==> config.mk <==
export PLATFORM = sky130hd
export DESIGN_NAME = clk_bank_gen
export DESIGN_NICKNAME = d
export VERILOG_FILES = /design/src/rtl/clk_bank_pkg.sv /design/src/rtl/clk_bank_ctrl.sv /design/src/rtl/clk_bank_div.sv /design/src/rtl/clk_bank_gen.sv
export SDC_FILE = /design/constraint.sdc
export NUM_CORES = 1
export LEC_CHECK = 0
export ABC_CLOCK_PERIOD_IN_PS = 2100
export BUFFER_PORTS_ARGS = -buffer_cell sky130_fd_sc_hd__buf_2
export CAP_MARGIN = 0
export CORE_UTILIZATION = 57
export DETAILED_ROUTE_END_ITERATION = 10
export PLACE_DENSITY = 0.83
export SLEW_MARGIN = 20
export SYNTH_ARGS = -nofsm -noshare
export SYNTH_HDL_FRONTEND = slang
export SYNTH_HIERARCHICAL = 1
export SYNTH_SLANG_ARGS = --single-unit
==> constraint.sdc <==
create_clock -name clk_i -period 2.1 [get_ports clk_i]
set_clock_uncertainty 0.1 [all_clocks]
set_input_delay 0.105 -clock clk_i [delete_from_list [all_inputs] [get_ports clk_i]]
set_output_delay 0.105 -clock clk_i [all_outputs]
set_load 0.005 [all_outputs]
==> src/rtl/clk_bank_pkg.sv <==
package clk_bank_pkg;
  localparam int unsigned NUM_BANKS = 4;

  typedef enum logic [1:0] {
    TRI_LO  = 2'b00,
    TRI_MID = 2'b01,
    TRI_HI  = 2'b11
  } tri_lvl_e;

  typedef enum logic [1:0] {
    M_DIV1 = 2'd0,
    M_DIV2 = 2'd1,
    M_DIVN = 2'd2,
    M_INV  = 2'd3
  } bank_mode_e;

  function automatic tri_lvl_e tri_dec(input logic [1:0] code);
    unique case (code)
      2'b00:   tri_dec = TRI_LO;
      2'b11:   tri_dec = TRI_HI;
      default: tri_dec = TRI_MID;
    endcase
  endfunction
endpackage

==> src/rtl/clk_bank_ctrl.sv <==
module clk_bank_ctrl
  import clk_bank_pkg::*;
(
  input  logic [1:0]                 test_i,
  input  logic                       stop_i,
  input  logic [4*NUM_BANKS-1:0]     bank_sel_i,
  output logic                       bypass_o,
  output bank_mode_e [NUM_BANKS-1:0] mode_o,
  output logic [NUM_BANKS-1:0]       want_en_o
);
  tri_lvl_e test_lvl;
  logic     stop_all, test_dis;

  always_comb begin
    test_lvl = tri_dec(test_i);
    bypass_o = (test_lvl == TRI_HI) || ((test_lvl == TRI_MID) && !stop_i);
    stop_all = (test_lvl == TRI_LO) && stop_i;
    test_dis = (test_lvl == TRI_MID) && stop_i;
  end

  for (genvar g = 0; g < NUM_BANKS; g++) begin : g_bank
    logic sel_ll, sel_hh;
    assign sel_ll = (tri_dec(bank_sel_i[4*g +: 2]) == TRI_LO) &&
                    (tri_dec(bank_sel_i[4*g+2 +: 2]) == TRI_LO);
    assign sel_hh = (tri_dec(bank_sel_i[4*g +: 2]) == TRI_HI) &&
                    (tri_dec(bank_sel_i[4*g+2 +: 2]) == TRI_HI);

    // bank index 1 is the feedback bank: never stopped by stop_all
    if (g == 1) begin : g_fb
      assign want_en_o[g] = !(test_dis && sel_ll);
    end else begin : g_std
      assign want_en_o[g] = !(stop_all || (test_dis && sel_ll));
    end

    if (g < 2) begin : g_fixed
      assign mode_o[g] = M_DIV1;
    end else if (g == 2) begin : g_div
      assign mode_o[g] = sel_ll ? M_DIV2 : (sel_hh ? M_DIVN : M_DIV1);
    end else begin : g_inv
      assign mode_o[g] = sel_ll ? M_DIV2 : (sel_hh ? M_INV : M_DIV1);
    end
  end
endmodule

==> src/rtl/clk_bank_div.sv <==
module clk_bank_div
  import clk_bank_pkg::*;
#(
  parameter int unsigned PHASE_W = 3
) (
  input  logic       clk_i,
  input  logic       rst_ni,
  input  bank_mode_e mode_i,
  input  logic       pe_i,
  input  logic       want_en_i,
  input  logic       bypass_i,
  input  logic       ref_i,
  output logic [1:0] q_o
);
  localparam int unsigned SLOW_BIT = PHASE_W - 1;

  bank_mode_e         mode_q;
  logic [PHASE_W-1:0] cnt_q, cnt_n;
  logic               en_q, en_n, ph, val, park_lvl, out_q, out_n;

  always_comb begin
    cnt_n = (mode_i != mode_q) ? '0 : cnt_q + PHASE_W'(1);
    unique case (mode_i)
      M_DIV2:  ph = cnt_n[1];
      M_DIVN:  ph = cnt_n[SLOW_BIT];
      default: ph = cnt_n[0];
    endcase
    val      = (mode_i == M_INV) ? (ph ^ pe_i) : (ph ^ ~pe_i);
    park_lvl = (mode_i == M_INV) ? pe_i : 1'b0;
    // enable only moves while the output sits at its park level
    en_n     = (val == park_lvl) ? want_en_i : en_q;
    out_n    = bypass_i ? (ref_i ^ ~pe_i) : (en_n ? val : park_lvl);
  end

  always_ff @(posedge clk_i or negedge rst_ni) begin
    if (!rst_ni) begin
      mode_q <= M_DIV1;
      cnt_q  <= '0;
      en_q   <= 1'b1;
      out_q  <= 1'b0;
    end else begin
      mode_q <= mode_i;
      cnt_q  <= cnt_n;
      en_q   <= en_n;
      out_q  <= out_n;
    end
  end

  assign q_o = {2{out_q}};
endmodule

==> src/rtl/clk_bank_gen.sv <==
module clk_bank_gen
  import clk_bank_pkg::*;
#(
  parameter int unsigned PHASE_W = 3
) (
  input  logic        clk_i,
  input  logic        rst_ni,
  input  logic        ref_i,
  input  logic [1:0]  test_i,
  input  logic        stop_i,
  input  logic        pe_i,
  input  logic [15:0] bank_sel_i,
  output logic [7:0]  clk_o
);
  logic                       bypass;
  bank_mode_e [NUM_BANKS-1:0] mode;
  logic [NUM_BANKS-1:0]       want_en;

  clk_bank_ctrl u_ctrl (
    .test_i     (test_i),
    .stop_i     (stop_i),
    .bank_sel_i (bank_sel_i),
    .bypass_o   (bypass),
    .mode_o     (mode),
    .want_en_o  (want_en)
  );

  for (genvar g = 0; g < NUM_BANKS; g++) begin : g_bank
    clk_bank_div #(.PHASE_W(PHASE_W)) u_div (
      .clk_i     (clk_i),
      .rst_ni    (rst_ni),
      .mode_i    (mode[g]),
      .pe_i      (pe_i),
      .want_en_i (want_en[g]),
      .bypass_i  (bypass),
      .ref_i     (ref_i),
      .q_o       (clk_o[2*g +: 2])
    );
  end
endmodule

==> metrics.yaml, run 1 <==
route:
  via_count: 1253
  first_pass_iters: 4
  via_per_inst: 5.14
  wire_per_inst_um: 12.4
  drc_errors: 0
  drt.antenna.violating_nets: 0
  drt_iter0_drc: 33
  drt_wl_total_um: 3020
floorplan:
  pin_count: 31
  die_w_um: 60.2
  start_util_pct: 61.8
  rows: 20
  die_area_um2: 3630
  coreArea_um2: 3130
  chipHeight_um: 60.2
sta:
  fin_crit_sh_pct: 93.3
  worst_pin_slew_ns: 0.628
  period_needed_ns: 1.96
  rsz0062_at_grt: "false"
  maxSlewViolCount: 0
  timing.setup.tns_ns: 0
  fmax_mhz: 510
  setup_viol: 0
  hold_viol_final: 0
  slew_headroom_pct: 58.1
  setup_slack_ns: 0.140
global_route:
  gr-total-overflow: 0
  grt_pass1_wl_um: 5160
  antenna_found_initial: 0
  grt_max_degree: 29
  track_usage_pct: 19.8
  grt_pass1_vias: 1251
cts:
  root_buffer: "clkbuf_4"
  clockBufferDepth: 2
  h-tree-depth: 1
  cts_sinks: 28
  cts_buffers: 3
  cts_tree: "yes"
  clk_latency_ns: 0.32
  post_cts_resized: 0
  path_clk_slew_ns: 0.15
critical_path:
  cp-start-kind: "flip-flop"
  worst_path_max_delay_cell: "dfrtp_1"
  path_class: "reg2reg"
  cp_top_family: "XOR/XNOR gates"
  required_ns: 2.27
  cpPeakStageDelay_ns: 0.43
  crit_fanout: 2
  cp-end-kind: "flip-flop"
  arrival_ns: 2.13
  crit_chain: "ha_1 -> xnor2_1 -> nor4_2 -> a211oi_2 -> xnor3_1 -> mux2_4"
  crit_buf_inv: 0
final_layout:
  nets: 246
  fillCellCount: 221
  area_growth_pct: 14.6
  finalNonFillerCells: 244
  layout-drive-gt1-share_pct: 36.5
  n_antenna_cell: 0
logic_synthesis:
  ys_types: 27
  synth_area_leaders: "dfrtp_1 31%, ha_1 14%, xor2_2 6.7%, dfstp_2 5.4%, xnor2_1 5.4%"
  ys_seq_area_share_pct: 36.5
  synth_commonest_cells: "24 x dfrtp_1, 22 x ha_1, 13 x buf_4, 12 x inv_1, 12 x xnor2_1"
  async_reset_ff_share_pct: 100
  avgSynthCellArea_um2: 11.7
  yosysTopAreaCellShare_pct: 31.1
  synth_ff_type: "dfrtp_1"
  yosysMostFrequentCell: "dfrtp_1"
  syn_area_um2: 1930
  synth_seq_cells: 28
  postSynthCellCount: 165
  synth_top_cell_by_area: "dfrtp_1"
  yosysWarningCount: 6
  synth_edf_count: 0
power_and_ir_drop:
  p_leak_nw: 1.02
  switchingPower_w: 0.000413
  irDropWorstVdd_mv: 0.466
  swShare_pct: 29.7
  p_comb_share_pct: 32.5
  power_frac_seq_pct: 48.7
  intPower_w: 0.000979
  power_w: 0.00139
  p_clk_share_pct: 18.8
  powerDensity_nw_per_um2: 629
hold_path:
  min_path_type: "in2reg"
placed_design:
  place_ws_ns: -0.231
  numPortBuffers: 30
  place_inst: 238
  place_congestion: 0.738
  dp_hpwl_um: 2430
run:
  drv_cap: 0
outcome:
  status: "completed"
[path summary, 6_finish.rpt]
kind,startpoint,to,slack (ns),depth (start not counted)
min in group asynchronous,rst_ni,g_bank[1].u_div/out_q,0.22,2
min,bank_sel_i[5],g_bank[1].u_div/en_q,0.03,3
max,g_bank[3].u_div/cnt_q[0],g_bank[3].u_div/en_q,0.14,6
min reg2reg,g_bank[2].u_div/cnt_q[0],g_bank[2].u_div/cnt_q[0],0.38,1
max in group asynchronous,rst_ni,g_bank[2].u_div/out_q,1.27,2
max reg2reg,g_bank[3].u_div/cnt_q[0],g_bank[3].u_div/en_q,0.14,6
[through the flow]
stage,hold slack (ns),util [%],area (um2)
2_1_floorplan,-0.291,-,1970
3_3_place_gp,0.0454,69.0,2160
5_1_grt,0.0187,70.8,2210
6_report,0.0299,70.8,2210
3_5_place_dp,0.0581,69.0,2160
4_1_cts,0.0151,70.8,2210
[power by group through the flow]
stage                     Clock [W]  Combinational (W)  Sequential [W]
after detailed placement          0           0.000450        0.000691
after global routing       0.000297           0.000503        0.000689
after CTS                  0.000276           0.000454        0.000680
after floorplan                   0           0.000354        0.000679
final                      0.000262           0.000453        0.000678
after global placement            0           0.000420        0.000684
[tightest hold or removal path: cells and delay by family]
family	cells	cell delay, ns
buffers and inverters	1	0.08
multiplexers	1	0.14
AND/OR/NAND/NOR	1	0.11
[registers in the layout (all words and copies together), names as in the netlist]
signal and flops:
g_bank.u_div/en_q 4, g_bank.u_div/cnt_q 12, g_bank.u_div/out_q 4, g_bank.u_div/mode_q 8
[routing by layer]
metal	vias to the layer above	routed length, um	track usage, %
met5	-	0	0
met3	6	108	2.60
met4	0	46	9.63
met1	596	1250	21.9
li1	621	-	-
met2	30	1620	36.7
[repair_timing]
item / in CTS / in global routing
hold buffers: 2 / 0
endpoints found under the hold margin: 25 / 0
buffers inserted: 0 / 0
[area by class of cell]
type | instances | area (um2) | share of cell area [%]
Sequential cell | 28 | 706 | 31.9
Tap cell | 44 | 55.1 | 2.49
Inverter | 12 | 45.0 | 2.03
Timing Repair Buffer | 41 | 250 | 11.3
Multi-Input combinational cell | 115 | 1120 | 50.7
Clock buffer | 4 | 36.3 | 1.64
[kinds of logic after synthesis]
| kind of cell | synth area share [%] |
|---|---|
| XOR/XNOR | 16.8 |
| other | 0.194 |
| AO/OA/AOI/OAI | 6.22 |
| buffers and inverters | 7.38 |
| AND/OR/NAND/NOR | 15.5 |
| adder cells (fa/ha/maj) | 14.2 |
| multiplexers | 3.11 |
| flip-flops | 36.5 |
[cell usage in the layout, fill, tap and decap left out, types with 2 or more instances in the layout]
master and count:
conb_1 4, nor3b_1 8, clkbuf_4 3, buf_2 30, nor4_1 6, nor4_2 4, dfstp_2 4, nor3_2 4
buf_4 8, xnor3_1 4, nand2b_1 8, dlygate4sd3_1 2, ha_1 22, xnor2_1 12, nand2_1 4, o21ai_0 4
and4_1 2, nor3_1 5, xor2_2 8, mux2_4 4, a211oi_2 4, a31oi_1 2, dfrtp_1 24, inv_1 12
a21oi_1 4
Power figures use the tool's default switching activity.
==> run 2: changes to the inputs <==
- CELL_PAD_IN_SITES_DETAIL_PLACEMENT: not set -> 1
- CELL_PAD_IN_SITES_GLOBAL_PLACEMENT: not set -> 1
- CORE_UTILIZATION: 57 -> 45
==> metrics.yaml, run 2 (synthesis gave the netlist of run 1 again) <==
sta:
  timing.setup.tns_ns: 0
  maxSlewViolCount: 0
  worst_pin_slew_ns: 0.661
  fin_crit_sh_pct: 95.3
  period_needed_ns: 2.00
  fmax_mhz: 500
  hold_viol_final: 0
  setup_viol: 0
  slew_headroom_pct: 55.9
placed_design:
  place_inst: 244
  dp_hpwl_um: 3010
  numPortBuffers: 30
  place_congestion: 0.805
critical_path:
  worst_path_max_delay_cell: "ha_1"
  crit_buf_inv: 2
  cp_top_family: "simple AND/OR/NAND/NOR gates"
  cp-end-kind: "flip-flop"
  cpPeakStageDelay_ns: 0.34
  crit_cells: 10
  crit_chain: "buf_2 -> nor4_4 -> or2_4 -> inv_1 -> ha_1 -> nand2b_1 -> nor4_2 -> a211oi_2 -> xnor3_1 -> mux2_4"
  worstRegToRegCells: 6
  crit_fanout: 3
  cp-start-kind: "input port"
  arrival_ns: 2.10
  path_class: "in2reg"
  required_ns: 2.20
final_layout:
  reg_top3: "g_bank.u_div/cnt_q: 12 flops, g_bank.u_div/mode_q: 8 flops"
  layout-drive-gt1-share_pct: 36.9
  finalNonFillerCells: 248
  register_area_um2: 706
  n_antenna_cell: 0
  fillCellCount: 450
  nets: 245
  layout_common_cells: "30 x buf_2, 24 x dfrtp_1, 22 x ha_1"
  final_common_cell: "buf_2"
  multiInputGateArea_um2: 1140
  top_register: "g_bank.u_div/cnt_q"
  area_growth_pct: 15.6
  largest_register_ffs: 12
floorplan:
  die_area_um2: 4560
  pin_count: 31
  chipHeight_um: 67.5
  start_util_pct: 47.6
  rows: 23
  coreArea_um2: 4060
  die_w_um: 67.5
cts:
  root_buffer: "clkbuf_8"
  h-tree-depth: 1
  path_clk_slew_ns: 0.09
  cts_buffers: 3
  cts_tree: "yes"
  clk_latency_ns: 0.27
  post-cts-setup-buffer-count: 0
  cts_sinks: 28
  clockBufferDepth: 2
outcome:
  status: "completed"
route:
  drt.antenna.violating_nets: 0
  drc_errors: 0
  via_per_inst: 5.17
  drt_iter0_drc: 34
  via_count: 1282
  wire_per_inst_um: 15.2
  drt_wl_total_um: 3760
  first_pass_iters: 2
global_route:
  track_usage_pct: 19.3
  busiest_layer: "met2"
  gr-usage-met1_pct: 21.4
  antenna_found_initial: 0
  gr-total-overflow: 0
  grt_max_degree: 29
  grtUsageMet2_pct: 36.5
  met3_usage_pct: 2.53
  grt_pass1_wl_um: 6440
  grt_pass1_vias: 1444
hold_path:
  min_path_type: "in2reg"
  min_path_cells: 3
run:
  drv_cap: 0
power_and_ir_drop:
  p_leak_nw: 1.02
  irDropWorstVdd_mv: 0.267
  powerDensity_nw_per_um2: 651
==> run 2: changes by cell type in the layout (fill, tap and decap cells not counted) <==
cell	previous run	this run
nor4_4	0	1
nor4_2	4	3
xnor2_2	0	1
dlygate4sd3_1	2	1
clkbuf_8	1	3
clkbuf_4	3	0
xnor2_1	12	11
==> run 2: path summary, 6_finish.rpt <==
kind	from	endpoint	slack, ns
hold / removal	bank_sel_i[10]	g_bank[2].u_div/mode_q[0]	0.05
hold reg to reg	g_bank[0].u_div/cnt_q[0]	g_bank[0].u_div/cnt_q[0]	0.39
min in group asynchronous	rst_ni	g_bank[0].u_div/cnt_q[1]	0.30
max in group asynchronous	rst_ni	g_bank[2].u_div/mode_q[1]	1.18
setup reg to reg	g_bank[2].u_div/cnt_q[0]	g_bank[2].u_div/en_q	0.13
setup / recovery	bank_sel_i[13]	g_bank[3].u_div/en_q	0.1
==> run 2: tightest hold or removal path, stage by stage <==
cell    delay (ns)
buf_2         0.09
nor4_2        0.04
buf_4         0.15
==> run 2: what timing repair did <==
action                                  CTS  global route
hold buffers                              1             0
hold endpoints to repair                 24             0
gates resized for setup                   0             2
endpoints found under the setup margin    0             2
==> run 2: cell type report <==
| type | count | area share (%) |
|---|---|---|
| repair buffers | 40 | 10.8 |
| inverters | 12 | 2.02 |
| clock buffers | 3 | 1.85 |
| flip-flops and latches | 28 | 31.6 |
| well taps | 50 | 2.80 |
| multi-input cells | 115 | 51.0 |
==> run 2: power breakdown <==
group	switching, W	internal [W]	total [W]	leakage [nW]
clock network	0.000160	0.000129	0.000289	0.0216
logic	0.000231	0.000252	0.000482	0.653
registers	0.0000515	0.000632	0.000684	0.348
total	0.000442	0.00101	0.00145	1.02
==> run 2: per-stage QoR <==
step	hold slack (ns)	total power (W)	setup WS, ns	utilization, %	cell area, um2
2_1_floorplan	-0.291	0.00103	-0.0172	-	1970
3_3_place_gp	0.0502	0.00111	-0.0837	53.4	2170
3_5_place_dp	0.0729	0.00116	-0.239	53.4	2170
4_1_cts	0.0476	0.00145	0.0456	54.6	2220
5_1_grt	0.0578	0.00154	-0.00502	55.0	2230
6_report	0.0536	0.00145	0.0989	55.0	2230
==> run 2: per-layer routing <==
metal | wire [um] | vias up
li1 | - | 615
met5 | 0 | -
met3 | 130 | 4
met4 | 37 | 0
met1 | 1460 | 634
met2 | 2130 | 29
==> run 3: changes to the inputs <==
- MAX_ROUTING_LAYER: not set -> met4
==> metrics.yaml, run 3 (synthesis gave the netlist of run 1 again) <==
outcome:
  status: "completed"
final_layout:
  n_antenna_cell: 0
  layout-drive-gt1-share_pct: 36.9
  final_common_cell: "buf_2"
  top_register: "g_bank.u_div/cnt_q"
  reg_top3: "g_bank.u_div/cnt_q: 12 flops, g_bank.u_div/mode_q: 8 flops"
  nets: 245
  layout_common_cells: "30 x buf_2, 24 x dfrtp_1, 22 x ha_1"
  area_growth_pct: 15.6
  largest_register_ffs: 12
  fin_util_pct: 55.0
placed_design:
  place_ws_ns: -0.239
  dp_hpwl_um: 3010
  numPortBuffers: 30
  place_congestion: 0.817
critical_path:
  cp-end-kind: "flip-flop"
  required_ns: 2.20
  cpPeakStageDelay_ns: 0.33
  crit_fanout: 3
  cp-start-kind: "input port"
  arrival_ns: 2.09
  crit_buf_inv: 2
  cp_top_family: "simple AND/OR/NAND/NOR gates"
  crit_chain: "buf_2 -> nor4_4 -> or2_4 -> inv_1 -> ha_1 -> nand2b_1 -> nor4_2 -> a211oi_2 -> xnor3_1 -> mux2_4"
  path_class: "in2reg"
  worst_path_max_delay_cell: "ha_1"
power_and_ir_drop:
  swShare_pct: 30.4
  p_comb_share_pct: 33.2
  intPower_w: 0.00101
  irDropWorstVdd_mv: 0.267
  power_frac_seq_pct: 47.0
  p_leak_nw: 1.02
  p_clk_share_pct: 19.8
  switchingPower_w: 0.000442
  powerDensity_nw_per_um2: 651
run:
  drv_cap: 0
route:
  drt.antenna.violating_nets: 0
  drt_wl_total_um: 3760
  via_count: 1279
  drt_iter0_drc: 30
  via_per_inst: 5.16
  first_pass_iters: 2
  drc_errors: 0
  wire_per_inst_um: 15.1
global_route:
  grt_pass1_vias: 1448
  gr-total-overflow: 0
  track_usage_pct: 19.8
  grt_max_degree: 29
  grt_pass1_wl_um: 6440
  antenna_found_initial: 0
sta:
  maxSlewViolCount: 0
  fmax_mhz: 502
  period_needed_ns: 1.99
  worst_pin_slew_ns: 0.659
  fin_crit_sh_pct: 94.9
  slew_headroom_pct: 56.1
  setup_viol: 0
  setup_slack_ns: 0.107
  hold_viol_final: 0
floorplan:
  die_w_um: 67.5
  rows: 23
  start_util_pct: 47.6
  coreArea_um2: 4060
  chipHeight_um: 67.5
  die_area_um2: 4560
  pin_count: 31
cts:
  path_clk_slew_ns: 0.09
  clockBufferDepth: 2
  root_buffer: "clkbuf_8"
  clk_latency_ns: 0.27
  post-cts-setup-buffer-count: 0
  cts_buffers: 3
  h-tree-depth: 1
  cts_sinks: 28
  cts_tree: "yes"
hold_path:
  min_path_type: "in2reg"
## run 3: path summary, 6_finish.rpt
path | from | end | slack, ns | cells after the start
setup / recovery | bank_sel_i[13] | g_bank[3].u_div/en_q | 0.11 | 10
hold / removal | bank_sel_i[10] | g_bank[2].u_div/mode_q[0] | 0.05 | 3
setup reg to reg | g_bank[2].u_div/cnt_q[0] | g_bank[2].u_div/en_q | 0.13 | 6
hold reg to reg | g_bank[0].u_div/cnt_q[0] | g_bank[0].u_div/cnt_q[0] | 0.39 | 1
max in group asynchronous | rst_ni | g_bank[2].u_div/mode_q[1] | 1.18 | 2
min in group asynchronous | rst_ni | g_bank[0].u_div/cnt_q[1] | 0.30 | 2
## run 3: worst reg2reg max path: stages, from the launching register on
cell and delay (ns):
dfrtp_1 0.41, ha_1 0.22, xnor2_1 0.23, nor4_1 0.10, a211oi_2 0.27, xnor3_1 0.28
mux2_4 0.31
## run 3: final cells by class
| type | count | area, um2 |
|---|---|---|
| Multi-Input combinational cell | 115 | 1140 |
| Timing Repair Buffer | 40 | 240 |
| Fill cell | 450 | 1820 |
| Clock buffer | 3 | 41.3 |
| Sequential cell | 28 | 706 |
| Inverter | 12 | 45.0 |
| Tap cell | 50 | 62.6 |
## run 3: what timing repair did
| item | CTS | global route |
|---|---|---|
| endpoints found under the setup margin | 0 | 2 |
| endpoints found under the hold margin | 24 | 0 |
| hold buffers | 1 | 0 |
| gates resized for setup | 0 | 2 |
## run 3: per-layer routing
layer  up-vias  GRT usage [%]  wire length (um)
met5         -              -                 0
met4         0           7.45                38
met3         4           2.20               113
met2        29           36.8              2140
met1       631           21.2              1460
li1        615              -                 -
## run 3: through the flow
step                hold slack (ns)  total power [W]  setup TNS [ns]  instance area (um2)  cells
floorplan                    -0.291          0.00103         -0.0172                 1970    168
global placement             0.0502          0.00111         -0.0837                 2170    244
detailed placement           0.0729          0.00116          -0.424                 2170    244
CTS                          0.0476          0.00145               0                 2220    248
global route                 0.0574          0.00154        -0.00531                 2230    248
finish                       0.0528          0.00145               0                 2230    248
## run 3: power by group through the flow
stage | Clock, W | Combinational (W) | Sequential [W]
floorplan | 0 | 0.000354 | 0.000679
global placement | 0 | 0.000422 | 0.000684
detailed placement | 0 | 0.000464 | 0.000693
CTS | 0.000301 | 0.000469 | 0.000683
global route | 0.000316 | 0.000531 | 0.000693
finish | 0.000289 | 0.000482 | 0.000684
